File: src/rtl/sar_port_pkg.sv
package sar_port_pkg;

  // Pin positions inside the synchronizer vector
  localparam int PIN_CS   = 0;
  localparam int PIN_SCLK = 1;
  localparam int PIN_SHDN = 2;
  localparam int PIN_COUNT = 3;

  typedef enum logic [1:0] {
    ST_OFF,
    ST_IDLE,
    ST_FRAME,
    ST_RECOVER
  } portState_e;

  // Strobes from control to datapath, valid for one system clock
  typedef struct packed {
    logic start;   // load first trial, drive 0
    logic shift;   // a serial rising edge inside a frame
    logic decide;  // this edge resolves the bit under trial
  } sarStrobe_t;

endpackage

File: src/rtl/sar_pin_sync.sv
module sar_pin_sync #(
  parameter int WIDTH = 3,
  parameter int STAGES = 2,
  parameter logic [WIDTH-1:0] RESET_LEVEL = '0
) (
  input  logic             clk,
  input  logic             rstN,
  input  logic [WIDTH-1:0] pinRaw,
  output logic [WIDTH-1:0] levelNow,
  output logic [WIDTH-1:0] levelPrev
);

  logic [WIDTH-1:0] pipe [STAGES+1];

  genvar s;
  generate
    for (s = 0; s <= STAGES; s++) begin : g_stage
      if (s == 0) begin : g_first
        always_ff @(posedge clk or negedge rstN) begin
          if (!rstN) pipe[0] <= RESET_LEVEL;
          else       pipe[0] <= pinRaw;
        end
      end else begin : g_next
        always_ff @(posedge clk or negedge rstN) begin
          if (!rstN) pipe[s] <= RESET_LEVEL;
          else       pipe[s] <= pipe[s-1];
        end
      end
    end
  endgenerate

  assign levelNow  = pipe[STAGES-1];
  assign levelPrev = pipe[STAGES];

endmodule

File: src/rtl/sar_port_ctrl.sv
module sar_port_ctrl
  import sar_port_pkg::*;
#(
  parameter int DATA_BITS = 12,
  parameter int LEAD_ZEROS = 3,
  parameter int ACQ_CYCLES = 32,
  parameter int CSHIGH_CYCLES = 5
) (
  input  logic       clk,
  input  logic       rstN,
  input  logic       csNow,
  input  logic       csPrev,
  input  logic       sclkNow,
  input  logic       sclkPrev,
  input  logic       shdnNow,
  input  logic       shdnPrev,
  output sarStrobe_t stb,
  output logic       holdOut,
  output logic       outEn
);

  localparam int LAST_EDGE_I = LEAD_ZEROS + DATA_BITS - 1;
  localparam int EW = $clog2(LAST_EDGE_I + 2);
  localparam logic [EW:0] LEAD_E = (EW+1)'(LEAD_ZEROS);
  localparam logic [EW:0] LAST_E = (EW+1)'(LAST_EDGE_I);
  localparam logic [EW-1:0] EDGE_MAX = EW'(LAST_EDGE_I + 1);
  localparam int REC_MAX = (ACQ_CYCLES > CSHIGH_CYCLES) ? ACQ_CYCLES : CSHIGH_CYCLES;
  localparam int RW = $clog2(REC_MAX + 1);

  portState_e state, stateNext;
  logic [EW-1:0] edgeCnt, edgeNext;
  logic [RW-1:0] recCnt, recNext;
  logic [EW:0] edgeInc;
  logic csFall, csRise, sclkRise, shdnSteady;

  assign csFall     = csPrev & ~csNow;
  assign csRise     = ~csPrev & csNow;
  assign sclkRise   = ~sclkPrev & sclkNow;
  assign shdnSteady = shdnNow & shdnPrev;
  assign edgeInc    = {1'b0, edgeCnt} + 1'b1;

  always_comb begin
    stateNext = state;
    edgeNext  = edgeCnt;
    recNext   = recCnt;
    stb       = '0;
    case (state)
      ST_OFF: begin
        if (shdnSteady) stateNext = ST_IDLE;
      end
      ST_IDLE: begin
        if (!shdnNow) begin
          stateNext = ST_OFF;
        end else if (csFall) begin
          stateNext = ST_FRAME;
          stb.start = 1'b1;
          edgeNext  = '0;
        end
      end
      ST_FRAME: begin
        if (!shdnNow) begin
          stateNext = ST_OFF;
        end else if (csRise) begin
          stateNext = ST_RECOVER;
          if ({1'b0, edgeCnt} >= LAST_E) recNext = RW'(CSHIGH_CYCLES - 1);
          else                           recNext = RW'(ACQ_CYCLES - 1);
        end else if (sclkRise) begin
          stb.shift  = 1'b1;
          stb.decide = (edgeInc >= LEAD_E) && (edgeInc <= LAST_E);
          if (edgeCnt != EDGE_MAX) edgeNext = edgeInc[EW-1:0];
        end
      end
      ST_RECOVER: begin
        if (!shdnNow)          stateNext = ST_OFF;
        else if (recCnt == '0) stateNext = ST_IDLE;
        else                   recNext = recCnt - 1'b1;
      end
      default: stateNext = ST_OFF;
    endcase
  end

  always_ff @(posedge clk or negedge rstN) begin
    if (!rstN) begin
      state   <= ST_OFF;
      edgeCnt <= '0;
      recCnt  <= '0;
      holdOut <= 1'b0;
      outEn   <= 1'b0;
    end else begin
      state   <= stateNext;
      edgeCnt <= edgeNext;
      recCnt  <= recNext;
      holdOut <= (stateNext == ST_FRAME);
      outEn   <= (stateNext == ST_FRAME);
    end
  end

endmodule

File: src/rtl/sar_port_datapath.sv
module sar_port_datapath
  import sar_port_pkg::*;
#(
  parameter int DATA_BITS = 12
) (
  input  logic                 clk,
  input  logic                 rstN,
  input  sarStrobe_t           stb,
  input  logic                 compHigh,
  output logic [DATA_BITS-1:0] dacCode,
  output logic                 doutData
);

  localparam logic [DATA_BITS-1:0] MSB_ONLY = {1'b1, {(DATA_BITS-1){1'b0}}};

  logic [DATA_BITS-1:0] sarReg, trialMask;

  assign dacCode = sarReg;

  genvar b;
  generate
    for (b = 0; b < DATA_BITS; b++) begin : g_bit
      always_ff @(posedge clk or negedge rstN) begin
        if (!rstN) begin
          sarReg[b] <= 1'b0;
        end else if (stb.start) begin
          sarReg[b] <= MSB_ONLY[b];
        end else if (stb.decide) begin
          if (trialMask[b]) begin
            sarReg[b] <= compHigh;
          end else begin
            if (b < DATA_BITS - 1) begin
              if (trialMask[(b < DATA_BITS - 1) ? b + 1 : b]) sarReg[b] <= 1'b1;
            end
          end
        end
      end
    end
  endgenerate

  always_ff @(posedge clk or negedge rstN) begin
    if (!rstN) begin
      trialMask <= '0;
      doutData  <= 1'b0;
    end else if (stb.start) begin
      trialMask <= MSB_ONLY;
      doutData  <= 1'b0;
    end else if (stb.decide) begin
      trialMask <= trialMask >> 1;
      doutData  <= compHigh;
    end else if (stb.shift) begin
      doutData  <= 1'b0;
    end
  end

endmodule

File: src/rtl/sclk_sar_port.sv
module sclk_sar_port
  import sar_port_pkg::*;
#(
  parameter int DATA_BITS = 12,
  parameter int LEAD_ZEROS = 3,
  parameter int SYNC_STAGES = 2,
  parameter int ACQ_CYCLES = 32,
  parameter int CSHIGH_CYCLES = 5
) (
  input  logic                 clk,
  input  logic                 rstN,
  input  logic                 csN,
  input  logic                 sclk,
  input  logic                 shdnN,
  input  logic                 compHigh,
  output logic                 doutData,
  output logic                 doutEn,
  output logic                 holdOut,
  output logic [DATA_BITS-1:0] dacCode
);

  localparam logic [PIN_COUNT-1:0] PIN_RESET = PIN_COUNT'(1 << PIN_CS);

  logic [PIN_COUNT-1:0] pinNow, pinPrev;
  sarStrobe_t ctrlStb;

  sar_pin_sync #(
    .WIDTH(PIN_COUNT),
    .STAGES(SYNC_STAGES),
    .RESET_LEVEL(PIN_RESET)
  ) u_sync (
    .clk(clk),
    .rstN(rstN),
    .pinRaw({shdnN, sclk, csN}),
    .levelNow(pinNow),
    .levelPrev(pinPrev)
  );

  sar_port_ctrl #(
    .DATA_BITS(DATA_BITS),
    .LEAD_ZEROS(LEAD_ZEROS),
    .ACQ_CYCLES(ACQ_CYCLES),
    .CSHIGH_CYCLES(CSHIGH_CYCLES)
  ) u_ctrl (
    .clk(clk),
    .rstN(rstN),
    .csNow(pinNow[PIN_CS]),
    .csPrev(pinPrev[PIN_CS]),
    .sclkNow(pinNow[PIN_SCLK]),
    .sclkPrev(pinPrev[PIN_SCLK]),
    .shdnNow(pinNow[PIN_SHDN]),
    .shdnPrev(pinPrev[PIN_SHDN]),
    .stb(ctrlStb),
    .holdOut(holdOut),
    .outEn(doutEn)
  );

  sar_port_datapath #(
    .DATA_BITS(DATA_BITS)
  ) u_data (
    .clk(clk),
    .rstN(rstN),
    .stb(ctrlStb),
    .compHigh(compHigh),
    .dacCode(dacCode),
    .doutData(doutData)
  );

endmodule

File: config.mk
export PLATFORM = sky130hd
export DESIGN_NAME = sclk_sar_port
export DESIGN_NICKNAME = d
export VERILOG_FILES = /design/src/rtl/sar_port_pkg.sv /design/src/rtl/sar_pin_sync.sv /design/src/rtl/sar_port_ctrl.sv /design/src/rtl/sar_port_datapath.sv /design/src/rtl/sclk_sar_port.sv
export SDC_FILE = /design/constraint.sdc
export NUM_CORES = 1
export LEC_CHECK = 0
export BUFFER_PORTS_ARGS = -buffer_cell sky130_fd_sc_hd__clkbuf_2
export CAP_MARGIN = 5
export CELL_PAD_IN_SITES_DETAIL_PLACEMENT = 0
export CELL_PAD_IN_SITES_GLOBAL_PLACEMENT = 1
export CORE_ASPECT_RATIO = 1.75
export CORE_MARGIN = 2
export CORE_UTILIZATION = 42
export CTS_BUF_LIST = sky130_fd_sc_hd__clkbuf_2 sky130_fd_sc_hd__clkbuf_4 sky130_fd_sc_hd__clkbuf_8
export DETAILED_ROUTE_END_ITERATION = 12
export PLACE_DENSITY = 0.75
export SLEW_MARGIN = 10
export SYNTH_ARGS = -nofsm -noshare
export SYNTH_HDL_FRONTEND = slang
export SYNTH_SLANG_ARGS = --single-unit
File: constraint.sdc
create_clock -name clk -period 2.99 [get_ports clk]
set_input_delay 0.1495 -clock clk [delete_from_list [all_inputs] [get_ports clk]]
set_output_delay 0.1495 -clock clk [all_outputs]
set_load 0.05 [all_outputs]
==> flow_summary.json <==
{
  "crit_arrival_ns": 2.94,
  "multiInputGateArea_sq_um": 947,
  "wirelength_mm": 4.35,
  "dp_hpwl_mm": 3.06,
  "finClkSkew_ns": 0.00794,
  "synth.most_common_cell": "dfrtp_1",
  "cts_resized": 0,
  "cp_max_fo": 27,
  "drc_errors": 3,
  "ff2ff_path_depth": 7,
  "rows": 35,
  "clockBufferDepth": 2,
  "crit_required_ns": 3.20,
  "clock_sinks": 47,
  "num_antenna_cells": 0,
  "grt_max_degree": 28,
  "first_global_vias": 1669,
  "drive_gt1_share_pct": 19.2,
  "dr.first_iter.drc_count": 49,
  "period_share_pct": 91.3,
  "grt_overflow": 0,
  "worst_pin_slew_ns": 0.694,
  "viasPerCell": 5.55,
  "synth_top_area_share_pct": 49.7,
  "clk_pin_slew_ns": 0.09,
  "syn_area_per_cell_sq_um": 10.4,
  "grt_antenna_before_repair": 0,
  "fin_nets": 248,
  "numCtsBuffers": 5,
  "worstReg2RegStart": "u_ctrl.edgeCnt[0]",
  "cts_hold_repair.buffers": 4,
  "worstSetupStartpointType": "register",
  "criticalPathCategory": "reg -> reg",
  "p_leak_uw": 0.00109,
  "critPathCapture": "u_data.dacCode[1]",
  "ys_ff_latch": 47,
  "root_buffer": "clkbuf_8",
  "slew_violations": 0,
  "rsz0062_at_grt": "no",
  "powerDensity_nw_per_um2": 588,
  "tritoncts": "yes",
  "floorplan.initialDensity_pct": 42.9,
  "maxCapViolCount": 0,
  "synth_cell_types": 44,
  "routabilityCongestion": 0.717,
  "ant_nets": 0,
  "synth_commonest_cells": "dfrtp_1 (44), nand2_1 (31), o21ai_0 (21)",
  "async_flop_share_pct": 100,
  "cts_max_level": 2,
  "syn_inst": 213,
  "synth_nets": 223,
  "ys_warn_count": 0,
  "reg2reg_to": "u_data.dacCode[1]",
  "ff_latch_area_sq_um": 1180,
  "port_buffers": 20,
  "vias": 1632,
  "maxSlewHeadroom_pct": 53.7,
  "fp.dieArea_sq_um": 5900,
  "synthFlopType": "dfrtp_1",
  "grt_pass1_wl_mm": 7.69,
  "coreArea_sq_um": 5170,
  "fmax_mhz": 366,
  "violations": "DRC",
  "end_kind": "register",
  "area_growth_pct": 14.1,
  "finalPower_uw": 1490,
  "post-route-min-period_ns": 2.73,
  "crit_start": "u_ctrl.edgeCnt[0]",
  "synth_top_area_cell": "dfrtp_1",
  "avgRoutedWirePerCell_microns": 14.8,
  "setup_viol": 0,
  "synth_edf_count": 0,
  "hold_violations": 0,
  "synthTopCellsByArea": "dfrtp_1 (50%), nand2_1 (5.3%), o21ai_0 (4.7%)",
  "final_core_util_pct": 48.9,
  "insertion_delay_ns": 0.30,
  "grt_use_total_pct": 16.8,
  "cts_setup_buffers": 0,
  "status": "finished, violations left",
  "irDropWorstVdd_mv": 0.372,
  "syn_area_sq_um": 2220,
  "hold_class": "in -> reg",
  "ff2ff_setup_slack_ns": 0.26,
  "nFillCells": 499,
  "die_y_microns": 100,
  "fp.dieW_microns": 58.9,
  "synth.yosys.seq_area_share_pct": 53.2,
  "ios": 21,
  "tns_ns": 0,
  "dr.pass1.iters": 8
}
layer usage:
| metal | share of wire, % | track usage, % | routed length [microns] |
|---|---|---|---|
| met5 | 0 | 0 | 0 |
| met4 | 1.9 | 7.52 | 82 |
| met3 | 2.9 | 2.96 | 124 |
| met2 | 51 | 27.4 | 2200 |
| met1 | 45 | 21.5 | 1940 |
critical path, cell delays in order, from the launching register on:
cell	delay (ns)
dfrtp_1	0.48
ha_1	0.31
and3_1	0.21
or4b_1	0.64
and4bb_1	0.36
buf_4	0.30
nor2_1	0.07
a311oi_1	0.25
flip-flops by register name (all words and copies together), names as in the netlist:
name	flops
u_ctrl.holdOut	1
u_ctrl.recCnt	6
u_data.doutData	1
u_data.trialMask	12
u_sync.levelPrev	3
u_sync.levelNow	3
u_ctrl.state	2
u_sync.pipe	3
u_data.dacCode	12
u_ctrl.edgeCnt	4
cells in the final DEF (no fill, tap or decap), drive strengths merged, types with 3 or more instances in the layout:
cell type and instances:
dfstp 3, a22o 3, dfrtp 44, buf 5, o31ai 14, ha 4
nor2 19, and3 3, inv 5, dlygate4sd3 4, nand2b 6, a21oi 4
o21ai 21, nand3 3, a311oi 11, clkbuf 26, nor2b 3, nand2 31
power by group:
part           leakage (uW)  switching, uW  internal, uW
clock             0.0000688            216           343
sequential         0.000615           54.1           690
combinational      0.000407           99.4          84.5
total               0.00109            370          1120
cells by family (layout without fill, tap and decap cells):
logic type               Yosys count  count (layout)  share of synthesized area [%]
AND/OR/NAND/NOR                   77              77                           16.9
AO/OA/AOI/OAI                     66              66                           22.3
flip-flops                        47              47                           53.2
buffers and inverters             16              42                           4.01
adder cells (fa/ha/maj)            4               4                           2.26
XOR/XNOR                           2               2                          0.791
multiplexers                       1               1                          0.508
layout make-up:
| class | instances | share of cell area, % |
|---|---|---|
| sequential | 47 | 46.7 |
| tap | 55 | 2.72 |
| inverter | 5 | 0.742 |
| timing repair buffer | 29 | 7.03 |
| clock inverter | 2 | 2.38 |
| clock buffer | 6 | 3.02 |
| multi-input combinational | 150 | 37.5 |
worst min-delay path by stage:
stage                        start           endpoint  slack (ns)  depth (start not counted)
after floorplan               rstN  u_ctrl.edgeCnt[0]       -0.15                          0
after global placement        rstN  u_ctrl.edgeCnt[3]        0.23                          1
after detailed placement      rstN  u_ctrl.edgeCnt[3]        0.23                          1
after CTS                 compHigh    u_data.doutData        0.15                          3
after global routing      compHigh    u_data.doutData        0.20                          3
final                     compHigh    u_data.doutData        0.16                          3
per-stage QoR:
| stage | std cells | setup WS, ns | area, sq um | hold WS, ns |
|---|---|---|---|---|
| 2_1_floorplan | 213 | 0.543 | 2220 | -0.146 |
| 3_3_place_gp | 282 | 0.344 | 2350 | 0.226 |
| 3_5_place_dp | 282 | 0.284 | 2350 | 0.227 |
| 4_1_cts | 294 | 0.238 | 2530 | 0.155 |
| 5_1_grt | 294 | 0.0695 | 2530 | 0.203 |
| 6_report | 294 | 0.260 | 2530 | 0.159 |
Note: power is estimated with default switching activity, not from simulation.
